--- src/rtl/i2c_seq_pkg.sv ---
package i2c_seq_pkg;
    localparam int CMD_W  = 16;
    localparam int BYTE_W = 8;
    localparam int ST_W   = 4;
    localparam int FLAG_W = 6;
    localparam int ST_ACT_BIT = 3;

    localparam int CB_START = 0;
    localparam int CB_TX    = 1;
    localparam int CB_RX    = 2;
    localparam int CB_RXL   = 3;
    localparam int CB_STOP  = 4;

    localparam int FL_TXACK   = 0;
    localparam int FL_TXNAK   = 1;
    localparam int FL_RXDONE  = 2;
    localparam int FL_STOPOK  = 3;
    localparam int FL_STOPBAD = 4;
    localparam int FL_DROP    = 5;

    localparam logic [1:0] RA_CMD  = 2'd0;
    localparam logic [1:0] RA_BUF  = 2'd1;
    localparam logic [1:0] RA_STAT = 2'd2;
    localparam logic [1:0] RA_EN   = 2'd3;

    typedef enum logic [ST_W-1:0] {
        ST_IDLE    = 4'h0,
        ST_START   = 4'h1,
        ST_STOP    = 4'h2,
        ST_ACTIVE  = 4'h8,
        ST_RESTART = 4'h9,
        ST_TXD     = 4'hA,
        ST_RXD     = 4'hB
    } st_e;

    typedef enum logic [1:0] {
        OP_START = 2'd0,
        OP_SEND  = 2'd1,
        OP_RECV  = 2'd2,
        OP_STOP  = 2'd3
    } op_e;

    typedef enum logic [2:0] {
        SQ_IDLE, SQ_PICK, SQ_ADDR, SQ_SEND, SQ_END, SQ_RECV, SQ_STOP
    } seq_e;
endpackage

--- src/rtl/i2c_seq_fsm.sv ---
module i2c_seq_fsm
    import i2c_seq_pkg::*;
(
    input  logic              clk,
    input  logic              rst_n,
    input  logic              go,
    input  logic [CMD_W-1:0]  go_cmd,
    input  logic [BYTE_W-1:0] tx_byte,
    output logic [CMD_W-1:0]  cmd_bits,
    output logic [ST_W-1:0]   state_f,
    output logic              running,
    output logic [FLAG_W-1:0] set_flags,
    output logic              rx_we,
    output logic [BYTE_W-1:0] rx_byte,
    output logic              eng_req,
    output logic [1:0]        eng_op,
    output logic [BYTE_W-1:0] eng_wdata,
    output logic              eng_last,
    input  logic              eng_ack,
    input  logic              eng_nak,
    input  logic [BYTE_W-1:0] eng_rdata,
    input  logic              eng_rerr
);
    localparam logic [CMD_W-1:0] M_START = CMD_W'(1) << CB_START;
    localparam logic [CMD_W-1:0] M_TX    = CMD_W'(1) << CB_TX;
    localparam logic [CMD_W-1:0] M_RX    = CMD_W'(1) << CB_RX;
    localparam logic [CMD_W-1:0] M_RXL   = CMD_W'(1) << CB_RXL;
    localparam logic [CMD_W-1:0] M_STOP  = CMD_W'(1) << CB_STOP;
    localparam logic [CMD_W-1:0] M_ALL   = M_START | M_TX | M_RX | M_RXL | M_STOP;

    seq_e             seq_q, seq_d;
    st_e              st_q, st_d;
    logic [CMD_W-1:0] cmd_q, cmd_d;

    // next-state and phase bookkeeping
    always_comb begin
        seq_d     = seq_q;
        st_d      = st_q;
        cmd_d     = cmd_q;
        set_flags = '0;
        rx_we     = 1'b0;
        rx_byte   = eng_rerr ? {BYTE_W{1'b1}} : eng_rdata;
        unique case (seq_q)
            SQ_IDLE: begin
                if (go) begin
                    cmd_d = go_cmd;
                    seq_d = SQ_PICK;
                end
            end
            SQ_PICK: begin
                if (cmd_q[CB_START]) begin
                    seq_d = SQ_ADDR;
                    st_d  = st_q[ST_ACT_BIT] ? ST_RESTART : ST_START;
                end else if (cmd_q[CB_TX]) begin
                    seq_d = SQ_SEND;
                    st_d  = ST_TXD;
                end else if (cmd_q[CB_RX] || cmd_q[CB_RXL]) begin
                    seq_d = SQ_RECV;
                    st_d  = ST_RXD;
                end else if (cmd_q[CB_STOP]) begin
                    if (st_q[ST_ACT_BIT]) begin
                        seq_d = SQ_STOP;
                        st_d  = ST_STOP;
                    end else begin
                        set_flags[FL_STOPBAD] = 1'b1;
                        cmd_d = cmd_q & ~M_STOP;
                        st_d  = ST_IDLE;
                    end
                end else begin
                    seq_d = SQ_IDLE;
                end
            end
            SQ_ADDR: begin
                if (eng_ack) begin
                    if (eng_nak) begin
                        set_flags[FL_TXNAK] = 1'b1;
                        cmd_d = cmd_q & ~M_ALL;
                    end else begin
                        set_flags[FL_TXACK] = 1'b1;
                        cmd_d = cmd_q & ~(M_START | M_TX);
                        st_d  = ST_ACTIVE;
                    end
                    seq_d = SQ_PICK;
                end
            end
            SQ_SEND: begin
                if (eng_ack) begin
                    cmd_d = cmd_q & ~M_TX;
                    if (eng_nak) begin
                        set_flags[FL_TXNAK] = 1'b1;
                        seq_d = SQ_END;
                    end else begin
                        set_flags[FL_TXACK] = 1'b1;
                        st_d  = ST_ACTIVE;
                        seq_d = SQ_PICK;
                    end
                end
            end
            SQ_END: begin
                if (eng_ack) begin
                    st_d  = ST_ACTIVE;
                    seq_d = SQ_PICK;
                end
            end
            SQ_RECV: begin
                if (eng_ack) begin
                    rx_we = 1'b1;
                    set_flags[FL_RXDONE] = !eng_rerr;
                    cmd_d = cmd_q & ~(M_RX | M_RXL);
                    st_d  = ST_ACTIVE;
                    seq_d = SQ_PICK;
                end
            end
            SQ_STOP: begin
                if (eng_ack) begin
                    set_flags[FL_STOPOK] = 1'b1;
                    cmd_d = cmd_q & ~M_STOP;
                    st_d  = ST_IDLE;
                    seq_d = SQ_PICK;
                end
            end
            default: seq_d = SQ_IDLE;
        endcase
    end

    // state register
    always_ff @(posedge clk) begin
        if (!rst_n) begin
            seq_q <= SQ_IDLE;
            st_q  <= ST_IDLE;
            cmd_q <= '0;
        end else begin
            seq_q <= seq_d;
            st_q  <= st_d;
            cmd_q <= cmd_d;
        end
    end

    // outputs
    always_comb begin
        eng_req = 1'b0;
        eng_op  = OP_START;
        unique case (seq_q)
            SQ_ADDR: begin eng_req = 1'b1; eng_op = OP_START; end
            SQ_SEND: begin eng_req = 1'b1; eng_op = OP_SEND;  end
            SQ_RECV: begin eng_req = 1'b1; eng_op = OP_RECV;  end
            SQ_END,
            SQ_STOP: begin eng_req = 1'b1; eng_op = OP_STOP;  end
            default: begin eng_req = 1'b0; eng_op = OP_START; end
        endcase
        eng_wdata = tx_byte;
        eng_last  = cmd_q[CB_RXL];
        cmd_bits  = cmd_q;
        state_f   = st_q;
        running   = (seq_q != SQ_IDLE);
    end

    // a request stays up with the same op until acknowledged
    a_r2_req_hold: assert property (@(posedge clk) disable iff (!rst_n)
        (eng_req && !eng_ack) |=> (eng_req && $stable(eng_op)));

    // an acknowledged stop phase leaves the state field idle
    a_r9_stop_to_idle: assert property (@(posedge clk) disable iff (!rst_n)
        (seq_q == SQ_STOP && eng_ack) |=> (state_f == ST_IDLE));

    // the register file only launches a command while idle
    a_r12_go_when_idle: assert property (@(posedge clk) disable iff (!rst_n)
        go |-> (seq_q == SQ_IDLE));
endmodule

--- src/rtl/i2c_seq_regs.sv ---
module i2c_seq_regs
    import i2c_seq_pkg::*;
#(
    parameter int REG_W = 32
) (
    input  logic              clk,
    input  logic              rst_n,
    input  logic              wr_en,
    input  logic [1:0]        wr_addr,
    input  logic [REG_W-1:0]  wr_data,
    input  logic [1:0]        rd_addr,
    output logic [REG_W-1:0]  rd_data,
    output logic              irq,
    input  logic [CMD_W-1:0]  cmd_bits,
    input  logic [ST_W-1:0]   state_f,
    input  logic              running,
    input  logic [FLAG_W-1:0] set_flags,
    input  logic              rx_we,
    input  logic [BYTE_W-1:0] rx_byte,
    output logic              go,
    output logic [CMD_W-1:0]  go_cmd,
    output logic [BYTE_W-1:0] tx_byte
);
    localparam int CMD_PAD  = REG_W - CMD_W - ST_W;
    localparam int BUF_PAD  = REG_W - 2 * BYTE_W;
    localparam int STAT_PAD = REG_W - FLAG_W - 1;
    localparam int EN_PAD   = REG_W - FLAG_W;

    logic [BYTE_W-1:0] tx_q, rx_q;
    logic [FLAG_W-1:0] status_q, en_q, set_all;
    logic              cmd_wr, stat_wr, drop;

    assign cmd_wr  = wr_en && (wr_addr == RA_CMD);
    assign stat_wr = wr_en && (wr_addr == RA_STAT);
    assign go      = cmd_wr && !running;
    assign drop    = cmd_wr && running;
    assign go_cmd  = wr_data[CMD_W-1:0];
    assign tx_byte = tx_q;
    assign set_all = set_flags | (FLAG_W'(drop) << FL_DROP);

    always_ff @(posedge clk) begin
        if (!rst_n) begin
            tx_q <= '0;
            rx_q <= '0;
            en_q <= '0;
        end else begin
            if (wr_en && wr_addr == RA_BUF) tx_q <= wr_data[BYTE_W-1:0];
            if (wr_en && wr_addr == RA_EN)  en_q <= wr_data[FLAG_W-1:0];
            if (rx_we)                      rx_q <= rx_byte;
        end
    end

    for (genvar i = 0; i < FLAG_W; i++) begin : g_flag
        logic bit_q;
        always_ff @(posedge clk) begin
            if (!rst_n)                   bit_q <= 1'b0;
            else if (go)                  bit_q <= 1'b0;
            else if (set_all[i])          bit_q <= 1'b1;
            else if (stat_wr && wr_data[i]) bit_q <= 1'b0;
        end
        assign status_q[i] = bit_q;
    end

    assign irq = (|(status_q & en_q)) && !running;

    always_comb begin
        unique case (rd_addr)
            RA_CMD:  rd_data = {{CMD_PAD{1'b0}}, state_f, cmd_bits};
            RA_BUF:  rd_data = {{BUF_PAD{1'b0}}, rx_q, tx_q};
            RA_STAT: rd_data = {{STAT_PAD{1'b0}}, running, status_q};
            default: rd_data = {{EN_PAD{1'b0}}, en_q};
        endcase
    end

    // an accepted command write leaves the status register clear
    a_r1_status_clear: assert property (@(posedge clk) disable iff (!rst_n)
        go |=> (status_q == '0));

    // each completed phase reports at most one outcome flag
    a_r2_one_flag: assert property (@(posedge clk) disable iff (!rst_n)
        $onehot0(set_flags));
endmodule

--- src/rtl/i2c_cmd_seq.sv ---
module i2c_cmd_seq
    import i2c_seq_pkg::*;
#(
    parameter int REG_W = 32
) (
    input  logic             clk,
    input  logic             rst_n,
    input  logic             wr_en,
    input  logic [1:0]       wr_addr,
    input  logic [REG_W-1:0] wr_data,
    input  logic [1:0]       rd_addr,
    output logic [REG_W-1:0] rd_data,
    output logic             irq,
    output logic             eng_req,
    output logic [1:0]       eng_op,
    output logic [7:0]       eng_wdata,
    output logic             eng_last,
    input  logic             eng_ack,
    input  logic             eng_nak,
    input  logic [7:0]       eng_rdata,
    input  logic             eng_rerr
);
    logic              go, running, rx_we;
    logic [CMD_W-1:0]  go_cmd, cmd_bits;
    logic [ST_W-1:0]   state_f;
    logic [FLAG_W-1:0] set_flags;
    logic [BYTE_W-1:0] rx_byte, tx_byte;

    i2c_seq_regs #(.REG_W(REG_W)) u_regs (
        .clk(clk), .rst_n(rst_n), .wr_en(wr_en), .wr_addr(wr_addr),
        .wr_data(wr_data), .rd_addr(rd_addr), .rd_data(rd_data), .irq(irq),
        .cmd_bits(cmd_bits), .state_f(state_f), .running(running),
        .set_flags(set_flags), .rx_we(rx_we), .rx_byte(rx_byte),
        .go(go), .go_cmd(go_cmd), .tx_byte(tx_byte)
    );

    i2c_seq_fsm u_fsm (
        .clk(clk), .rst_n(rst_n), .go(go), .go_cmd(go_cmd), .tx_byte(tx_byte),
        .cmd_bits(cmd_bits), .state_f(state_f), .running(running),
        .set_flags(set_flags), .rx_we(rx_we), .rx_byte(rx_byte),
        .eng_req(eng_req), .eng_op(eng_op), .eng_wdata(eng_wdata),
        .eng_last(eng_last), .eng_ack(eng_ack), .eng_nak(eng_nak),
        .eng_rdata(eng_rdata), .eng_rerr(eng_rerr)
    );
endmodule

--- config.mk ---
export PLATFORM = sky130hd
export DESIGN_NAME = i2c_cmd_seq
export DESIGN_NICKNAME = d
export VERILOG_FILES = /design/src/rtl/i2c_seq_pkg.sv /design/src/rtl/i2c_seq_fsm.sv /design/src/rtl/i2c_seq_regs.sv /design/src/rtl/i2c_cmd_seq.sv
export SDC_FILE = /design/constraint.sdc
export NUM_CORES = 1
export LEC_CHECK = 0
export ABC_AREA = 1
export BUFFER_PORTS_ARGS = -buffer_cell sky130_fd_sc_hd__buf_2
export CAP_MARGIN = 10
export CORE_MARGIN = 4
export CORE_UTILIZATION = 51
export DETAILED_ROUTE_END_ITERATION = 8
export GPL_ROUTABILITY_DRIVEN = 0
export PLACE_DENSITY = 0.86
export SETUP_SLACK_MARGIN = 0.02
export SYNTH_ARGS = -nofsm -noshare
export SYNTH_HDL_FRONTEND = slang
export SYNTH_SLANG_ARGS = --single-unit
--- constraint.sdc ---
create_clock -name clk -period 1.6 [get_ports clk]
set_input_delay 0.32 -clock clk [delete_from_list [all_inputs] [get_ports clk]]
set_output_delay 0.32 -clock clk [all_outputs]
set_load 0.05 [all_outputs]
==> results.md, run 1 <==
- CP Launch Type: flop
- Cell Area, Placed: 3440 um^2
- All-Layer GR Usage: 0.239
- Peak Freq: between 500 and 600 MHz
- Initial DRT Pass Iterations: 5
- Fin Clk Skew: 8.80 ps
- Final ANT Viol Nets: 0
- Total Wirelength: 8.44 mm
- Fin. Hold Viols: 0
- Placed cells: 555
- Vias in the first global route: roughly 2900
- Seq/Total Area, Yosys: 0.352
- Crit Path Class: flop to output port
- Via/cell ratio: 5.49
- Grt ovf: 0
- Fin crit share: 1.05
- RSZ-0062 raised after global routing: yes
- Htree depth: 2
- Iter 0 DRT Violations: 315
- Data arrival time of the worst path: ~1400 ps
- Post-Layout Inst Area: between 3000 and 4000 um^2
- Cell variety after synth: 33
- Root Driver: clkbuf_8
- Fin Hold WS: roughly 240 ps
- Total CTS buffers: 5
- Synth-to-layout area growth: 35.3%
- Post-Layout Cell Count: 573
- Layout cell share with drive strength beyond 1: 0.366
- Setup ws final: -79.3 ps
- Crit Path Max Fanout: 5
- Crit path capture: irq
- First-pass GRT wire length: 12.7 mm
- Launch point of the worst reg-to-reg path: u_fsm.seq_q[2]$_SDFFE_PN0P_
- CTS tree: done
- Initial Util: 0.540
- CORE AREA: around 5300 um^2
- Worst slack, placed: -4.48 ps
- Maxcap violations: 0
- Vias after detailed routing: ~3100
- Tmin final: 1680 ps
- Hold path start: wr_data[8]
- Max-slew violations: 0
- DRC Markers: 0
- Pleak: 0.00168 uW
- Max Root-Sink Buffers: 2
- Crit Reg-Reg Endpoint: u_fsm.cmd_bits[2]$_SDFFE_PN0P_
- Worst reg2reg setup slack: 90 ps
- Clock transition at the registers of the reported paths: 90 ps
- Wire length per cell: around 15 um
- Peak VDD IR: 796 uV
- Syn Area/Cell: between 6 and 7 um^2
- Clk_lat worst skew: 310 ps
- Die width: ~83 um
- PortBufs: 65
- Initial antenna violation count: 0
- Nets: 552
- Overall power: 5630 uW
- Critical Path End Type: output port
- Synth Cell Area: 2850 um^2
- Largest net degree at the start of global routing: 30
- Failing checks: setup timing
- Row Count: 26
- Die Y: 82.7 um
- CP Launch Point: u_fsm.seq_q[2]$_SDFFE_PN0P_
- Number of antenna diodes: 0
- DIE AREA: 6840 um^2
- Status: complete, but fails checks
- #FFs+latches synth: 50
- Setup violators final: 4
- Total of warnings raised by yosys: 0
- R2r worst-path depth: 11
- Cts hold-fix bufs: 0
- Pwr Density: 1460 nW/um^2
- Clk sinks: 50
- Required @ worst endpoint: 1280 ps
- Mapped Cells: 417
- Hpwl dp: between 5 and 6 mm
- HP Class: input pin to flop
- I/O pins: 95
-- synth_stat cells (all sizes together) --
| cell | number | area share |
|---|---|---|
| nor2 | 50 | 0.080 |
| nand2 | 84 | 0.12 |
| o211ai | 1 | 0.0026 |
| o2111ai | 5 | 0.015 |
| nand4 | 2 | 0.0044 |
| o22ai | 1 | 0.0022 |
| nand3 | 30 | 0.077 |
| a31oi | 1 | 0.0022 |
| buf | 23 | 0.061 |
| o221ai | 1 | 0.0031 |
| nor3 | 12 | 0.025 |
| clkbuf | 6 | 0.0079 |
| dfxtp | 50 | 0.35 |
| inv | 58 | 0.077 |
| o21ai | 57 | 0.10 |
| a221oi | 2 | 0.0062 |
| conb | 1 | 0.0013 |
| a21oi | 33 | 0.062 |
-- layout make-up --
type                            instances  area, um^2
Fill cell                             417        1420
Multi-Input combinational cell        292        1720
Tap cell                               70        87.6
Inverter                               58         233
Clock inverter                          2        37.5
Clock buffer                            6        72.6
Timing Repair Buffer                   95         677
Sequential cell                        50        1020
-- what timing repair did --
| action | CTS | global route |
|---|---|---|
| resized for setup | 33 | 42 |
| setup endpoints to repair | 15 | 24 |
| setup buffers | 3 | 7 |
| pin swaps | 2 | 7 |
-- cell usage in the layout, fill, tap and decap left out, types with 2 or more instances in the layout --
master / n
a21oi_1: 30
a21oi_2: 2
buf_2: 45
buf_4: 29
buf_6: 15
clkbuf_4: 4
clkbuf_8: 5
conb_1: 13
dfxtp_1: 40
dfxtp_2: 8
dfxtp_4: 2
inv_1: 48
inv_2: 8
nand2_1: 75
nand2_2: 5
nand2_4: 4
nand3_1: 18
nand3_2: 11
nand4_1: 2
nor2_1: 34
nor2_2: 6
nor2_4: 10
nor3_1: 10
o2111ai_2: 4
o21ai_0: 26
o21ai_1: 20
o21ai_2: 6
o21ai_4: 5
-- state kept, by name (all words and copies together) (netlist names) --
signal,count
u_regs.en_q,6
u_fsm.state_f,3
u_regs.tx_byte,8
u_fsm.cmd_bits,16
u_regs.rx_q,8
u_regs.g_flag.bit_q,6
u_fsm.seq_q,3
-- worst min-delay path by stage --
stage	to	slack [ps]	depth (start not counted)
6_report	u_fsm.cmd_bits[8]$_SDFFE_PN0P_	240	3
2_1_floorplan	u_regs.en_q[5]$_SDFFE_PN0P_	440	2
3_3_place_gp	u_regs.en_q[5]$_SDFFE_PN0P_	450	2
5_1_grt	u_fsm.cmd_bits[15]$_SDFFE_PN0P_	250	3
3_5_place_dp	u_fsm.state_f[0]$_SDFFE_PN0P_	460	2
4_1_cts	u_fsm.cmd_bits[15]$_SDFFE_PN0P_	240	3
-- report_power, final --
part / switching, uW / leakage [uW] / internal, uW
logic: 1960 / 0.00121 / 1120
registers: 215 / 0.000412 / 1440
clock network: 434 / 0.0000514 / 467
total: 2610 / 0.00168 / 3020
-- cell families (layout without fill, tap and decap cells) --
logic type / after synthesis / count (layout) / share of synthesized area
and+or+nand+nor: 178 / 178 / 0.306
DFF: 50 / 50 / 0.352
AOI/OAI and AO/OA: 101 / 101 / 0.195
other: 1 / 13 / 0.00132
buffers and inverters: 87 / 161 / 0.146
-- through the flow --
| stage | util | TNS (ps) |
|---|---|---|
| after global routing | 0.731 | -314 |
| after detailed placement | 0.652 | -8.12 |
| after CTS | 0.697 | -240 |
| after floorplan | - | -129 |
| after global placement | 0.652 | 0 |
| final | 0.731 | -147 |
-- per-layer routing --
| metal | vias to the layer above | GRT usage | part of all wire |
|---|---|---|---|
| met1 | 1398 | 0.299 | 0.40 |
| li1 | 1501 | - | - |
| met4 | 0 | 0.114 | 0.030 |
| met5 | - | 0 | 0 |
| met2 | 207 | 0.392 | 0.48 |
| met3 | 38 | 0.0466 | 0.091 |
-- critical path, stage by stage (launching register included) --
cell     delay (ps)
dfxtp_4         370
nor2_4          130
nand2_4         110
buf_6           140
a31oi_4         140
buf_6           180
Note: power is estimated with default switching activity, not from simulation.
==> inputs of run 2 (changes only) <==
--- a/config.mk
+++ b/config.mk
@@ -9,11 +9,13 @@
 export BUFFER_PORTS_ARGS = -buffer_cell sky130_fd_sc_hd__buf_2
 export CAP_MARGIN = 10
 export CORE_MARGIN = 4
-export CORE_UTILIZATION = 51
+export CORE_UTILIZATION = 30
 export DETAILED_ROUTE_END_ITERATION = 8
 export GPL_ROUTABILITY_DRIVEN = 0
-export PLACE_DENSITY = 0.86
+export HOLD_SLACK_MARGIN = 0.1
+export PLACE_DENSITY = 0.57
 export SETUP_SLACK_MARGIN = 0.02
 export SYNTH_ARGS = -nofsm -noshare
 export SYNTH_HDL_FRONTEND = slang
 export SYNTH_SLANG_ARGS = --single-unit
+export TNS_END_PERCENT = 5
==> run 2 against run 1 <==
The flow still finishes with violations (setup timing). Count of clock-buffer cells in the layout down 1. Register-to-register slack better by 50 ps. Critical path type unchanged. Sequential share of layout area grew 1.1 points. Global-route usage shrank 9.3 points. Critical endpoint unchanged. Clock skew fell by 2.9 ps. Wire length down 1.9%.
==> results.md, run 2 (synthesis gave the netlist of run 1 again) <==
- Data arrival time of the worst path: 1330 ps (was 1360 ps)
- Commonest cells after routing, fill and taps aside: 75 x nand2_1, 48 x inv_1, 43 x buf_2, 38 x dfxtp_1, 35 x nor2_1 (was 75 x nand2_1, 48 x inv_1, 45 x buf_2, 40 x dfxtp_1, 34 x nor2_1)
- Crit Path Max Fanout: 2 (was 5)
- Post-Layout Cell Count: 622 (was 573)
- Most common cell after layout, fill and taps aside: nand2_1 (unchanged)
- Cts hold-fix bufs: 0 (unchanged)
- Met2 GRT Util: 0.238 (was 0.392)
- Failing checks: setup timing (unchanged)
- Number of antenna diodes: 0 (unchanged)
- I/O pins: 95 (unchanged)
- Grt ovf: 0 (unchanged)
- Via/cell ratio: 4.64 (was 5.49)
- HP Class: input pin to flop (unchanged)
- Synth-to-layout area growth: 30.1% (was 35.3%)
- RSZ-0062 raised after global routing: yes (unchanged)
- Nets: 542 (was 552)
- Required @ worst endpoint: 1280 ps (about the same)
- Pleak: 0.00162 uW (was 0.00168 uW)
- Max reg flops: 16 (unchanged)
- Vias after detailed routing: 2884 (was 3144)
- Max-slew violations: 0 (unchanged)
- CP Launch Type: flop (unchanged)
- Status: complete, but fails checks (unchanged)
- Iter 0 DRT Violations: 148 (was 315)
- Overall power: 5160 uW (was 5630 uW)
- Die Y: 105 um (was 82.7 um)
- Crit Path Class: flop to output port (unchanged)
- Total Wirelength: 8.27 mm (was 8.44 mm)
- GR Layer Usage met1: 0.192 (was 0.299)
- Fin crit share: 1.03 (was 1.05)
- Placed cells: 611 (was 555)
- DIE AREA: 11100 um^2 (was 6840 um^2)
- Most crowded layer after global routing: met2 (unchanged)
- Maxcap violations: 0 (unchanged)
- Setup violators final: 2 (was 4)
- Final ANT Viol Nets: 0 (unchanged)
- Max Root-Sink Buffers: 2 (unchanged)
- Clk_lat worst skew: 310 ps (about the same)
- Root Driver: clkbuf_8 (unchanged)
- CORE AREA: 9240 um^2 (was 5270 um^2)
- PortBufs: 65 (unchanged)
- Layout cell share with drive strength beyond 1: 0.337 (was 0.366)
- Peak VDD IR: 394 uV (was 796 uV)
- Initial DRT Pass Iterations: 4 (was 5)
- Peak Freq: 604 MHz (was 595 MHz)
- Grt met3 use: 0.0251 (was 0.0466)
- CTS tree: done (unchanged)
- Initial antenna violation count: 0 (unchanged)
- All-Layer GR Usage: 0.146 (was 0.239)
- Largest net degree at the start of global routing: 22 (was 30)
- Hpwl dp: 6.34 mm (was 5.91 mm)
- Die width: 105 um (was 82.7 um)
- Total CTS buffers: 5 (unchanged)
- Htree depth: 2 (unchanged)
- Fillers: 988 (was 417)
- Vias in the first global route: 2757 (was 2905)
- Initial Util: 0.308 (was 0.540)
- DRC Markers: 0 (unchanged)
- Tmin final: 1650 ps (was 1680 ps)
- Worst slack, placed: -42.0 ps (was -4.48 ps)
- First-pass GRT wire length: 13.2 mm (was 12.7 mm)
- Critical Path End Type: output port (unchanged)
- Wire length per cell: 13.3 um (was 14.7 um)
- Fin Clk Skew: 5.94 ps (was 8.80 ps)
- Row Count: 35 (was 26)
- Clk sinks: 50 (unchanged)
- Post-layout util: 0.401 (was 0.731)
- Setup ws final: -54.5 ps (was -79.3 ps)
- Fin. Hold Viols: 0 (unchanged)
- Clock transition at the registers of the reported paths: 100 ps (was 90 ps)
- Pwr Density: 1390 nW/um^2 (was 1460 nW/um^2)
-- run 2: cell types whose count changed in the layout (fill, tap and decap cells not counted), sizes merged --
cell      delta
clkbuf       -3
inv          +2
buf          -8
clkinvlp     -1
-- run 2: path summary, 6_finish.rpt --
| path | depth (start not counted) | start | slack (ps) | end |
|---|---|---|---|---|
| max | 5 | u_regs.g_flag[5].bit_q$_SDFFE_PP0P_ | -50 | irq |
| min | 3 | eng_rdata[4] | 240 | u_regs.rx_q[4]$_SDFFE_PN0P_ |
| max reg2reg | 9 | u_fsm.seq_q[0]$_SDFFE_PN0P_ | 140 | u_fsm.cmd_bits[0]$_SDFFE_PN0P_ |
| min reg2reg | 2 | u_regs.tx_byte[1]$_SDFFE_PN0P_ | 460 | u_regs.tx_byte[1]$_SDFFE_PN0P_ |
-- run 2: through the flow --
stage | hold WS, ps | TNS, ps | cell area [um^2]
6_report | 238 | -69.0 | 3700
5_1_grt | 228 | -303 | 3700
4_1_cts | 224 | -167 | 3630
3_5_place_dp | 449 | -172 | 3360
3_3_place_gp | 446 | -38.9 | 3360
2_1_floorplan | 436 | -3300 | 2930
-- run 2: final cells by class --
type	instances	area [um^2]	area share
Clock buffer	5	68.8	0.0186
Clock inverter	3	43.8	0.0118
Inverter	58	220	0.0595
Multi-Input combinational cell	292	1590	0.430
Sequential cell	50	1020	0.275
Tap cell	129	161	0.0436
Timing Repair Buffer	85	596	0.161
-- run 2: critical path, stage by stage (launching register included) --
cell and delay, ps:
dfxtp_2 350, nand2_2 60, nand2_2 60, a221oi_4 240, a31oi_4 140, buf_6 170
-- run 2: what timing repair did --
action | in CTS | in global routing
pin swaps | 4 | 7
buffers inserted | 2 | 1
setup endpoints to repair | 20 | 23
gates resized for setup | 48 | 20
-- run 2: routing by layer --
layer	part of all wire	up-vias	routed length, um
li1	-	1483	-
met1	0.45	1287	3760
met2	0.45	99	3760
met3	0.064	15	531
met4	0.027	0	224
met5	0	-	0
-- run 2: where the power goes --
| part | leakage [uW] | switching [uW] | internal, uW | total [uW] |
|---|---|---|---|---|
| Combinational | 0.00115 | 1710 | 878 | 2590 |
| Clock | 0.0000585 | 463 | 470 | 933 |
| Sequential | 0.000412 | 202 | 1440 | 1640 |
==> inputs of run 3 (changes only) <==
==> constraint.sdc (replaced) <==
create_clock -name clk -period 1.6 [get_ports clk]
set_input_delay 0.48 -clock clk [delete_from_list [all_inputs] [get_ports clk]]
set_output_delay 0.48 -clock clk [all_outputs]
set_load 0.05 [all_outputs]
==> run 3 against run 2 <==
The flow still finishes with violations (setup timing). Hold slack better by 170 ps. Critical path depth is 1 higher. Wire length rose by 3.6%. Via count is 2.1% higher. Cell count grew 4.2%. First-iteration DRC count fell by 24%. Non-clock buffer count rose by 27. Power is 1.7% higher. Die area is the same. Sequential share of layout area shrank 3.0 points. Highest routed layer unchanged.
==> results.md, run 3 (synthesis gave the netlist of run 1 again) <==
- Pwr Density: 1270 nW/um^2 (was 1390 nW/um^2)
- Max-slew violations: 0 (unchanged)
- Crit Path Class: input pin to output port (was flop to output port)
- Max reg flops: 16 (unchanged)
- CORE AREA: 9240 um^2 (unchanged)
- Tmin final: 1820 ps (was 1650 ps)
- Most common cell after layout, fill and taps aside: nand2_1 (unchanged)
- HP Class: input pin to flop (unchanged)
- Pleak: 0.00179 uW (was 0.00162 uW)
- Die Y: 105 um (unchanged)
- All-Layer GR Usage: 0.154 (was 0.146)
- Worst reg2reg setup slack: 160 ps (was 140 ps)
- Fin. Hold Viols: 0 (unchanged)
- Data arrival time of the worst path: 1340 ps (was 1330 ps)
- Initial Util: 0.308 (unchanged)
- Peak VDD IR: 414 uV (was 394 uV)
- Synth-to-layout area growth: 45.1% (was 30.1%)
- Via/cell ratio: 4.54 (was 4.64)
- Hpwl dp: 6.67 mm (was 6.34 mm)
- Launch point of the worst reg-to-reg path: u_fsm.seq_q[0]$_SDFFE_PN0P_ (unchanged)
- Crit Reg-Reg Endpoint: u_fsm.cmd_bits[12]$_SDFFE_PN0P_ (was u_fsm.cmd_bits[0]$_SDFFE_PN0P_)
- Grt ovf: 0 (unchanged)
- CP Launch Point: rd_addr[0] (was u_regs.g_flag[5].bit_q$_SDFFE_PP0P_)
- Vias after detailed routing: 2944 (was 2884)
- Largest net degree at the start of global routing: 41 (was 22)
- Number of antenna diodes: 0 (unchanged)
- Htree depth: 2 (unchanged)
- PortBufs: 65 (unchanged)
- Peak Freq: 550 MHz (was 604 MHz)
- Initial antenna violation count: 0 (unchanged)
- CTS tree: done (unchanged)
- CP Launch Type: input pin (was flop)
- Fin Clk Skew: 13.8 ps (was 5.94 ps)
- Clock transition at the registers of the reported paths: 90 ps (was 100 ps)
- Setup violators final: 23 (was 2)
- Cts hold-fix bufs: 0 (unchanged)
- Maxcap violations: 0 (unchanged)
- Clk_lat worst skew: 300 ps (was 310 ps)
- Setup ws final: -217 ps (was -54.5 ps)
- Iter 0 DRT Violations: 112 (was 148)
- Crit path capture: rd_data[4] (was irq)
- Total Wirelength: 8.57 mm (was 8.27 mm)
- Layout cell share with drive strength beyond 1: 0.368 (was 0.337)
- Root Driver: clkbuf_8 (unchanged)
- First-pass GRT wire length: 14.2 mm (was 13.2 mm)
- Fin Hold WS: 410 ps (was 238 ps)
- Final ANT Viol Nets: 0 (unchanged)
- Required @ worst endpoint: 1120 ps (was 1280 ps)
- Cell Area, Placed: 3740 um^2 (was 3360 um^2)
- R2r worst-path depth: 7 (was 9)
- Die width: 105 um (unchanged)
- Failing checks: setup timing (unchanged)
- RSZ-0062 raised after global routing: yes (unchanged)
- Vias in the first global route: 3006 (was 2757)
- I/O pins: 95 (unchanged)
- Fillers: 928 (was 988)
- Clk sinks: 50 (unchanged)
- Status: complete, but fails checks (unchanged)
- Initial DRT Pass Iterations: 4 (unchanged)
- Crit Path Max Fanout: 4 (was 2)
- Max Root-Sink Buffers: 2 (unchanged)
- Critical Path End Type: output port (unchanged)
- Commonest cells after routing, fill and taps aside: 77 x nand2_1, 47 x inv_1, 46 x dfxtp_1, 39 x buf_2, 39 x buf_4 (was 75 x nand2_1, 48 x inv_1, 43 x buf_2, 38 x dfxtp_1, 35 x nor2_1)
- Wire length per cell: 13.2 um (was 13.3 um)
- Fin crit share: 1.14 (was 1.03)
- DRC Markers: 0 (unchanged)
- Row Count: 35 (unchanged)
- DIE AREA: 11100 um^2 (unchanged)
- Total CTS buffers: 5 (unchanged)
- Post-Layout Inst Area: 4130 um^2 (was 3700 um^2)
- Nets: 569 (was 542)
[run 3: layout make-up]
cell class                      count  area (um^2)  area share
Multi-Input combinational cell    292         1720       0.417
Timing Repair Buffer              112          925       0.224
Sequential cell                    50         1010       0.245
Tap cell                          129          161      0.0391
Clock buffer                        5         68.8      0.0167
Inverter                           58          225      0.0546
Clock inverter                      2         15.0     0.00364
[run 3: worst min-delay path by stage]
stage | start | to | slack (ps) | depth (start not counted)
global placement | u_fsm.state_f[0]$_SDFFE_PN0P_ | u_fsm.state_f[0]$_SDFFE_PN0P_ | 450 | 2
CTS | eng_rdata[2] | u_regs.rx_q[2]$_SDFFE_PN0P_ | 400 | 3
floorplan | u_regs.en_q[5]$_SDFFE_PN0P_ | u_regs.en_q[5]$_SDFFE_PN0P_ | 440 | 2
finish | eng_rdata[2] | u_regs.rx_q[2]$_SDFFE_PN0P_ | 410 | 3
global route | eng_rdata[1] | u_regs.rx_q[1]$_SDFFE_PN0P_ | 410 | 3
detailed placement | u_regs.tx_byte[4]$_SDFFE_PN0P_ | u_regs.tx_byte[4]$_SDFFE_PN0P_ | 460 | 2
[run 3: metal layers]
metal  track usage  wire length (um)
met5             0                 0
met4        0.0272                36
met3        0.0312               439
met2         0.261              4110
met1         0.205              3990
[run 3: worst max-delay path, cell delays in order]
cell       delay (ps)
buf_8             100
nor2_4            150
inv_4              90
buf_6             130
o2111ai_2         190
buf_6             190
[run 3: report_power, final]
group	internal [uW]	leakage (uW)	switching [uW]
logic	1090	0.00134	1860
registers	1430	0.000409	137
clock network	300	0.0000362	436
total	2820	0.00179	2430
[run 3: repair_timing]
item / in CTS / in global routing
endpoints found under the setup margin: 23 / 25
setup buffers: 2 / 2
resized for setup: 70 / 9
gates cloned: 1 / 0
pin swaps: 7 / 1
endpoints found under the hold margin: 0 / 0
[run 3: metrics by stage]
stage	setup slack, ps	TNS, ps	util	std cells	power [uW]
final	-217	-3500	0.447	648	5250
after global routing	-257	-4350	0.447	648	5650
after CTS	-213	-3420	0.441	646	5240
after detailed placement	-419	-6950	0.405	636	4330
after global placement	-399	-6680	0.405	636	4310
after floorplan	-158	-2230	-	429	3590
